==> src/rtl/rrt_pkg.sv <==
package rrt_pkg;
    typedef enum logic [0:0] {
        ST_READY = 1'b0,
        ST_DEFER = 1'b1
    } rrt_state_e;

    typedef enum logic [1:0] {
        DLY_NONE     = 2'b00,
        DLY_QUARTER  = 2'b01,
        DLY_HALF     = 2'b10,
        DLY_NONE_ALT = 2'b11
    } rrt_dly_e;
endpackage

==> src/rtl/rrt_arbiter.sv <==
module rrt_arbiter #(
    parameter int NCH   = 9,
    parameter int IDX_W = $clog2(NCH)
) (
    input  logic             clk,
    input  logic             rst_n,
    input  logic [NCH-1:0]   qual,
    input  logic [NCH-1:0]   trig_en,
    input  logic             rr_mode,
    input  logic             accept,
    output logic             fire_req,
    output logic [IDX_W-1:0] fire_src
);
    logic [IDX_W-1:0] turn;
    logic [IDX_W-1:0] turn_nx;
    logic             nx_found;
    logic [IDX_W-1:0] low_idx;
    logic             advance;

    // next enabled channel after the current turn, ascending with wrap
    always_comb begin
        turn_nx  = turn;
        nx_found = 1'b0;
        for (int k = 1; k <= NCH; k++) begin
            int cand;
            cand = int'(turn) + k;
            if (cand >= NCH) cand = cand - NCH;
            if (!nx_found && trig_en[cand]) begin
                turn_nx  = IDX_W'(cand);
                nx_found = 1'b1;
            end
        end
    end

    // lowest-index qualified channel for OR mode
    always_comb begin
        low_idx = '0;
        for (int i = NCH - 1; i >= 0; i--) begin
            if (qual[i]) low_idx = IDX_W'(i);
        end
    end

    assign fire_req = rr_mode ? qual[turn] : (|qual);
    assign fire_src = rr_mode ? turn : low_idx;
    assign advance  = nx_found && ((rr_mode && qual[turn] && accept) || !trig_en[turn]);

    always_ff @(posedge clk or negedge rst_n) begin
        if (!rst_n) begin
            turn <= '0;
        end else if (advance) begin
            turn <= turn_nx;
        end
    end
endmodule

==> src/rtl/rrt_delay_fsm.sv <==
module rrt_delay_fsm
    import rrt_pkg::*;
#(
    parameter int CLK_PER_BIT = 4,
    parameter int IDX_W       = 4
) (
    input  logic             clk,
    input  logic             rst_n,
    input  logic             fire_req,
    input  logic [IDX_W-1:0] fire_src,
    input  logic [1:0]       dly_code,
    input  logic             fast_mode,
    output logic             ready,
    output logic             mod_trig,
    output logic [IDX_W-1:0] last_src
);
    localparam int QTR   = CLK_PER_BIT / 4;
    localparam int HALF  = CLK_PER_BIT / 2;
    localparam int CNT_W = $clog2(HALF + 1);

    rrt_state_e       state, state_nx;
    logic [CNT_W-1:0] wait_len;
    logic [CNT_W-1:0] cnt;
    logic [IDX_W-1:0] pend_src;

    always_comb begin
        wait_len = '0;
        if (!fast_mode) begin
            unique case (rrt_dly_e'(dly_code))
                DLY_QUARTER: wait_len = CNT_W'(QTR);
                DLY_HALF:    wait_len = CNT_W'(HALF);
                default:     wait_len = '0;
            endcase
        end
    end

    // state register
    always_ff @(posedge clk or negedge rst_n) begin
        if (!rst_n) state <= ST_READY;
        else        state <= state_nx;
    end

    // transitions: T_PASS, T_DEFER, T_COUNT, T_RELEASE
    always_comb begin
        state_nx = state;
        unique case (state)
            ST_READY: if (fire_req && (wait_len != '0)) state_nx = ST_DEFER;
            ST_DEFER: if (cnt == '0) state_nx = ST_READY;
        endcase
    end

    // outputs and datapath
    always_ff @(posedge clk or negedge rst_n) begin
        if (!rst_n) begin
            mod_trig <= 1'b0;
            last_src <= '0;
            cnt      <= '0;
            pend_src <= '0;
        end else begin
            mod_trig <= 1'b0;
            unique case (state)
                ST_READY: begin
                    if (fire_req) begin
                        if (wait_len == '0) begin
                            mod_trig <= 1'b1;
                            last_src <= fire_src;
                        end else begin
                            cnt      <= wait_len - CNT_W'(1);
                            pend_src <= fire_src;
                        end
                    end
                end
                ST_DEFER: begin
                    if (cnt == '0) begin
                        mod_trig <= 1'b1;
                        last_src <= pend_src;
                    end else begin
                        cnt <= cnt - CNT_W'(1);
                    end
                end
            endcase
        end
    end

    assign ready = (state == ST_READY);
endmodule

==> src/rtl/rrt_router.sv <==
module rrt_router #(
    parameter int NCH   = 9,
    parameter int NLINE = 2
) (
    input  logic             clk,
    input  logic             rst_n,
    input  logic [NCH-1:0]   qual,
    input  logic [NCH-1:0]   out_sel,
    output logic [NLINE-1:0] trig_line
);
    for (genvar g = 0; g < NLINE; g++) begin : g_line
        logic [NCH-1:0] hit;
        assign hit = (g == 0) ? (qual & ~out_sel) : (qual & out_sel);
        always_ff @(posedge clk or negedge rst_n) begin
            if (!rst_n) trig_line[g] <= 1'b0;
            else        trig_line[g] <= |hit;
        end
    end
endmodule

==> src/rtl/rr_trigger_unit.sv <==
module rr_trigger_unit #(
    parameter int NCH         = 9,
    parameter int CLK_PER_BIT = 4
) (
    input  logic                   clk,
    input  logic                   rst_n,
    input  logic [NCH-1:0]         ch_trig,
    input  logic [NCH-1:0]         trig_en,
    input  logic [NCH-1:0]         out_sel,
    input  logic                   rr_mode,
    input  logic [1:0]             dly_code,
    input  logic                   fast_mode,
    output logic                   mod_trig,
    output logic [1:0]             trig_line,
    output logic [$clog2(NCH)-1:0] last_src
);
    localparam int IDX_W = $clog2(NCH);

    logic [NCH-1:0]   qual;
    logic             fire_req;
    logic [IDX_W-1:0] fire_src;
    logic             ready;

    assign qual = ch_trig & trig_en;

    rrt_arbiter #(.NCH(NCH), .IDX_W(IDX_W)) u_arb (
        .clk      (clk),
        .rst_n    (rst_n),
        .qual     (qual),
        .trig_en  (trig_en),
        .rr_mode  (rr_mode),
        .accept   (ready),
        .fire_req (fire_req),
        .fire_src (fire_src)
    );

    rrt_delay_fsm #(.CLK_PER_BIT(CLK_PER_BIT), .IDX_W(IDX_W)) u_dly (
        .clk       (clk),
        .rst_n     (rst_n),
        .fire_req  (fire_req && ready),
        .fire_src  (fire_src),
        .dly_code  (dly_code),
        .fast_mode (fast_mode),
        .ready     (ready),
        .mod_trig  (mod_trig),
        .last_src  (last_src)
    );

    rrt_router #(.NCH(NCH), .NLINE(2)) u_rte (
        .clk       (clk),
        .rst_n     (rst_n),
        .qual      (qual),
        .out_sel   (out_sel),
        .trig_line (trig_line)
    );
endmodule

==> config.mk <==
export PLATFORM = sky130hd
export DESIGN_NAME = rr_trigger_unit
export DESIGN_NICKNAME = d
export VERILOG_FILES = /design/src/rtl/rrt_pkg.sv /design/src/rtl/rrt_arbiter.sv /design/src/rtl/rrt_delay_fsm.sv /design/src/rtl/rrt_router.sv /design/src/rtl/rr_trigger_unit.sv
export SDC_FILE = /design/constraint.sdc
export NUM_CORES = 1
export LEC_CHECK = 0
export BUFFER_PORTS_ARGS = -buffer_cell sky130_fd_sc_hd__buf_4
export CAP_MARGIN = 0
export CORE_AREA = 2 2 130 132
export CTS_CLUSTER_DIAMETER = 80
export DETAILED_ROUTE_END_ITERATION = 6
export DIE_AREA = 0 0 132 134
export GPL_ROUTABILITY_DRIVEN = 0
export GPL_TIMING_DRIVEN = 0
export PLACE_DENSITY = 0.51
export SKIP_LAST_GASP = 1
export SLEW_MARGIN = 20
export SYNTH_ARGS = -nofsm -noshare
export SYNTH_HDL_FRONTEND = slang
export SYNTH_HIERARCHICAL = 1
export SYNTH_SLANG_ARGS = --single-unit
==> constraint.sdc <==
create_clock -name clk -period 4.3 [get_ports clk]
set_input_delay 0 -clock clk [delete_from_list [all_inputs] [get_ports clk]]
set_output_delay 0 -clock clk [all_outputs]
set_load 0.05 [all_outputs]
=== After elaboration in Yosys (flattened, before gate mapping) ===
Cells that the tools add are included.

* Magnitude comparators: 19
* $add $sub $neg: 20
* Reductions and logical operators: 34
* Muxes and demuxes: 86
* Equality and inequality tests: 7
* Bitwise logic cells: 6

{| class="wikitable"
|+ Operators by type and width
! kind !! count
|-
| 32-bit by 5-bit greater-or-equal comparator with 1-bit output, second input constant || 9
|-
| 32-bit by 6-bit < comparator with 1-bit output, second input constant || 9
|-
| 32-bit 2-to-1 mux || 9
|-
| 32-bit by 5-bit subtractor with 32-bit output, second input constant || 9
|-
| 4-bit 2-to-1 mux || 22
|-
| 1-bit binary-select mux with 4-bit select || 11
|-
| 1-bit 2-to-1 mux || 35
|-
| 9-bit bitwise AND || 3
|-
| 9-bit OR reduction || 3
|-
| 4-bit by 3-bit adder with 5-bit output, second input constant || 4
|-
| 1-bit logical AND || 13
|-
| 4-bit by 2-bit adder with 5-bit output, second input constant || 2
|-
| 4-bit by 4-bit adder with 5-bit output, second input constant || 2
|-
| 1-bit zero test || 9
|-
| 9-bit NOT || 1
|-
| 3-bit AND reduction || 3
|-
| 9-bit nonzero test || 1
|-
| 2-bit 2-to-1 mux || 4
|-
| 2-bit case mux with 2 select lines || 2
|-
| 4-bit case mux with 2 select lines || 1
|-
| 2-bit inequality test, second input constant || 3
|-
| 4-bit by 1-bit adder with 5-bit output, second input constant || 1
|-
| 4-bit by 5-bit < comparator with 1-bit output, second input constant || 1
|-
| 2-bit zero test || 2
|-
| other kinds (9) || 13
|}

* Flip-flop bits (word level): 18
* Output and inout bits: 7
* Bits of input ports: 33

=== Longest topological paths before layout ===
* Word-level depth: 33
* Depth in mapped cells: 18

=== By module ===
Netlist, hierarchy kept.

{| class="wikitable"
|+ By module, submodules not included
! module !! times used !! sequential area each (um2) !! area each (um2) !! cells each
|-
| rrt_arbiter || 1 || 100.1 || 3,806.2 || 555
|-
| rrt_delay_fsm || 1 || 300.3 || 563.0 || 39
|-
| rrt_router || 1 || 50.0 || 182.7 || 20
|-
| rr_trigger_unit || 1 || 0.0 || 62.6 || 10
|}

=== Worst setup path before layout ===
No wires, ideal clock.

* Path type: register to register
* From: reg u_arb.turn[1]
* To: reg u_arb.turn[3]
* Setup time: 0.127 ns
* Data arrival time: 4.361 ns
* Data required time: 4.173 ns
* Cell stages (with the launch flop): 17
* Path buffers: 3
* Setup slack: -0.187 ns
* Cell sequence: dfrtp_1 buf_4 clkbuf_1 inv_1 ha_1 a211oi_1 and2_1 clkbuf_1 mux2i_1 nor3_1 o22ai_1 or3b_4 or4_4 nor3_4 a21oi_2 a32oi_1 o21ai_1

* Cells in the longest elaborated chain, start to end: 33
* Elaborated cells between the ends (all ways): 108
* Classes of those cells: 18 x add/sub; 9 x order compare; 58 x mux; 23 x reduce/logical

{| class="wikitable"
|+ Ends and longest elaborated chain
! element !! line !! RTL
|-
| start, declared || rrt_arbiter.sv:14 || <nowiki>logic [IDX_W-1:0] turn;</nowiki>
|-
| start signal, assigned || rrt_arbiter.sv:51 || <nowiki>turn <= turn_nx;</nowiki>
|-
| parallel branches: the longest is 33 deep, another holds 32-bit by 5-bit subtractor with 32-bit output || - ||
|}

Parallel ways; which one is timed is not known. The select of a mux whose other input is x is not followed.
A chain may end at the register's enable or synchronous reset.

=== Worst setup path in the final report ===
* From: reg u_arb.turn[2]
* To: reg u_arb.turn[3]

The elaborated chain is that of the path after synthesis.

==> summary.log <==
[floorplan] Die Y-Extent 134 um
[worst_setup_path] worst path bufs/invs 5
[floorplan] effective utilization at floorplan 28.33%
[cts] TritonCTS clock tree done
[yosys] Distinct cells, synth 96
[routing] DR pass1 iterations 5
[grt] overflow left after global routing 0
[hold_path] hold path start out_sel[3]
[grt] global-route wire length before repair 29040 um
[sta] number of max-slew violations in the final report 0
[routing] antenna viol nets, final 0
[worst_setup_path] crit-path max FO 6
[floorplan] overall die width 132 um
[cts] CTS Buf Count 3
[cts] number of H-tree levels 1
[yosys] post-synthesis instance total 624
[grt] vias in the first global route 5213
[sta] setup repair after global routing missed its margin true
[place] count of port buffers added during placement 39
[routing] detail-routed via count per cell 6.022
[routing] DRC marker count from the first detailed-route iteration 616
[sta] Worst-Margin Slew 0.8474 ns
[cells_and_area] final non-filler cell area 0.006098 mm2
[yosys] synthesized area per cell 7.395 um2
[routing] total wire length after detailed routing 19210 um
[sta] Clock Skews 0.002478 ns
[cells_and_area] post-layout net count 776
[floorplan] # rows 47
[floorplan] Core ar. 0.01629 mm2
[floorplan] I/O pin total 40
[yosys] Syn Nets 679
[worst_setup_path] r2r worst-path depth 16
[cts] clock-pin transition on the worst setup and hold timing paths 0.05 ns
[worst_setup_path] CP Capture Type flop
[worst_setup_path] Worst Setup EP u_arb/turn[3]$_DFFE_PN0P_
[cells_and_area] commonest cells after routing, fill and taps aside buf_4, nor2_1, nand2_1
[worst_setup_path] capturing point of the worst reg2reg path u_arb/turn[3]$_DFFE_PN0P_
[sta] Setup Viol. Count Final 0
[worst_setup_path] most frequent cell on the critical path buf_12
[cells_and_area] fraction of layout cells with a size suffix above 1 31.25%
[cts] buffers from clock root to sink, at most 2
[worst_setup_path] Req. time, crit path 4.42 ns
[worst_setup_path] flop2flop setup slack 0.1 ns
[routing] number of vias in the routed layout 5661
[yosys] post-synthesis register bit count 18
[worst_setup_path] CP Launch Type flop
[place] placed cells 883
[place] detailed placement HPWL 14340 um
[cts] clock root cell clkbuf_16
[sta] fin crit period 4.205 ns
[yosys] synthesized area 0.004614 mm2
[worst_setup_path] Crit path max-delay family simple AND/OR/NAND/NOR gates
[status] result of the run finished, final reports clean
[grt] antenna violations before repair 0
[grt] pin count of the biggest net entering global routing 19
[yosys] share of async-settable or async-resettable flops after synthesis 100.0%
[sta] Final Hold Vio Count 0
[grt] total routing resource utilization after global routing 20.41%
[worst_setup_path] CP peak stage delay 0.59 ns
[yosys] Synth Flop Type dfrtp_1
[yosys] number of enable-type register cells in the synthesized netlist 0
[floorplan] die area 0.01769 mm2
[cells_and_area] synthesis-to-finish area growth 32.16%
[sta] Slew headroom 43.50%
[cells_and_area] most common library cell in the layout ignoring fill and taps buf_4
[cells_and_area] final standard cell count with taps included and fillers excluded 940
[place] placed inst area 0.005191 mm2
[cts] number of sinks on the clock net 18
[worst_setup_path] CP startpoint u_arb/turn[2]$_DFFE_PN0P_
[routing] per-cell routed wire length 20.44 um
[hold_path] class of the most critical hold timing path input port to flop
[yosys] sequential fraction of the synthesis area 9.761%
[worst_setup_path] Crit path depth 16
[job] max-cap viol count 0
[sta] fraction of the cycle the final worst path needs 97.78%
[yosys] Synth Warn # 6
[worst_setup_path] cell at the slowest stage of the critical path or4_4
[sta] fmax 237.8 MHz
[worst_setup_path] Data arrival, critical path 4.33 ns
[worst_setup_path] Critical Path, Cell by Cell buf_6 -> buf_12 -> clkinvlp_4 -> ha_4 -> buf_12 -> nor4bb_4 -> a311oi_4 -> buf_4 -> and4_4 -> or3_4 -> or3b_4 -> or4_4 -> nor3_4 -> a21oi_2 -> a32oi_1 -> o21ai_1
[cells_and_area] antenna cell count 0
[cts] worst-skew pair later-pin latency 0.25 ns
[routing] total DRC errors in the routed layout 0
[worst_setup_path] worst reg2reg startpoint u_arb/turn[2]$_DFFE_PN0P_
[sta] worst hold margin 0.01482 ns
[worst_setup_path] CP Class flop to flop
worst register-to-register path, stage by stage (launching register included):
cell and delay [ns]:
dfrtp_2 0.41, buf_6 0.14, buf_12 0.11, clkinvlp_4 0.14, ha_4 0.29, buf_12 0.14
nor4bb_4 0.34, a311oi_4 0.10, buf_4 0.17, and4_4 0.16, or3_4 0.41, or3b_4 0.42
or4_4 0.59, nor3_4 0.26, a21oi_2 0.10, a32oi_1 0.21, o21ai_1 0.09
final cells by class:
type,count,area [um2]
fill,1712,10190
multi-input combinational,543,4143
clock buffer,4,88.84
sequential,18,455.4
tap,220,275.3
inverter,20,93.84
buffer,40,316.6
timing repair buffer,95,725.7
cell families after synthesis:
group	share of synthesized area, %
buffers and inverters	5.911
AOI/OAI and AO/OA	30.72
xor gates and xnor gates	5.830
and+or+nand+nor	28.93
adders and majority gates	5.965
muxes	12.88
DFF	9.761
stage by stage:
stage	setup slack (ns)	setup TNS [ns]	util (%)
after floorplan	0.02955	0	-
after global placement	-1.187	-4.341	31.87
after detailed placement	-1.196	-4.439	31.87
after CTS	0.006723	0	34.81
after global routing	-0.05330	-0.05512	37.44
final	0.09534	0	37.44
repair_timing:
item / 4_1_cts / 5_1_grt
buffers inserted: 19 / 35
hold buffers: 2 / 0
gates resized for setup: 54 / 56
setup endpoints to repair: 4 / 4
pin swaps: 6 / 17
hold endpoints to repair: 19 / 0
state kept, by name, indices dropped and copies added, names as in the netlist:
register,count
u_dly/state,1
u_arb/turn,4
u_dly/cnt,2
u_dly/pend_src,4
u_dly/last_src,4
u_rte/trig_line,2
u_dly/mod_trig,1
how the worst min path moves through the flow:
stage                                         to  slack (ns)  cells after the start
global placement        u_dly/cnt[0]$_DFFE_PN0P_       -0.12                      1
CTS                 u_rte/trig_line[1]$_DFF_PN0_        0.01                      3
detailed placement      u_dly/mod_trig$_DFF_PN0_       -0.12                      1
global route        u_rte/trig_line[1]$_DFF_PN0_        0.03                      3
floorplan              u_arb/turn[0]$_DFFE_PN0P_       -0.30                      0
finish              u_rte/trig_line[1]$_DFF_PN0_        0.01                      3
per-layer routing:
| metal | track usage (%) | vias up | wire length [um] |
|---|---|---|---|
| li1 | - | 2542 | - |
| met1 | 26.52 | 2728 | 7947 |
| met2 | 33.85 | 322 | 8772 |
| met3 | 4.346 | 69 | 1693 |
| met4 | 6.461 | 0 | 796 |
| met5 | 0 | - | 0 |
cell usage after synthesis, types with 4 or more instances:
cell type	count	area (um2)
o22ai_1	6	37.54
a31oi_1	10	62.56
a22oi_1	7	52.55
nor4_1	8	50.05
inv_1	17	63.81
buf_4	4	30.03
nand2b_1	18	112.6
nor3_1	18	90.09
o21ai_1	8	40.04
o21ai_0	40	200.2
o211ai_1	10	75.07
mux2i_1	20	200.2
nand4b_1	5	43.79
dfrtp_1	18	450.4
buf_1	4	15.01
a21oi_1	37	185.2
buf_2	10	50.05
and2_1	15	93.84
nand3_1	21	105.1
a21o_1	9	67.56
mux2_2	19	214.0
clkbuf_1	23	86.33
nor2b_1	11	68.82
xnor2_1	24	210.2
and3_1	6	37.54
ha_1	22	275.3
nor2_1	53	198.9
a211oi_1	6	45.04
nor3b_1	5	37.54
nand2_1	41	153.9
nand4_1	5	31.28
or3_1	6	37.54
o21a_1	7	52.55
o31ai_1	6	45.04
mux4_2	8	180.2
Power is left out: the tool's default activity adds up to more than one toggle a clock period on the data nets, which glitch-free logic cannot reach.
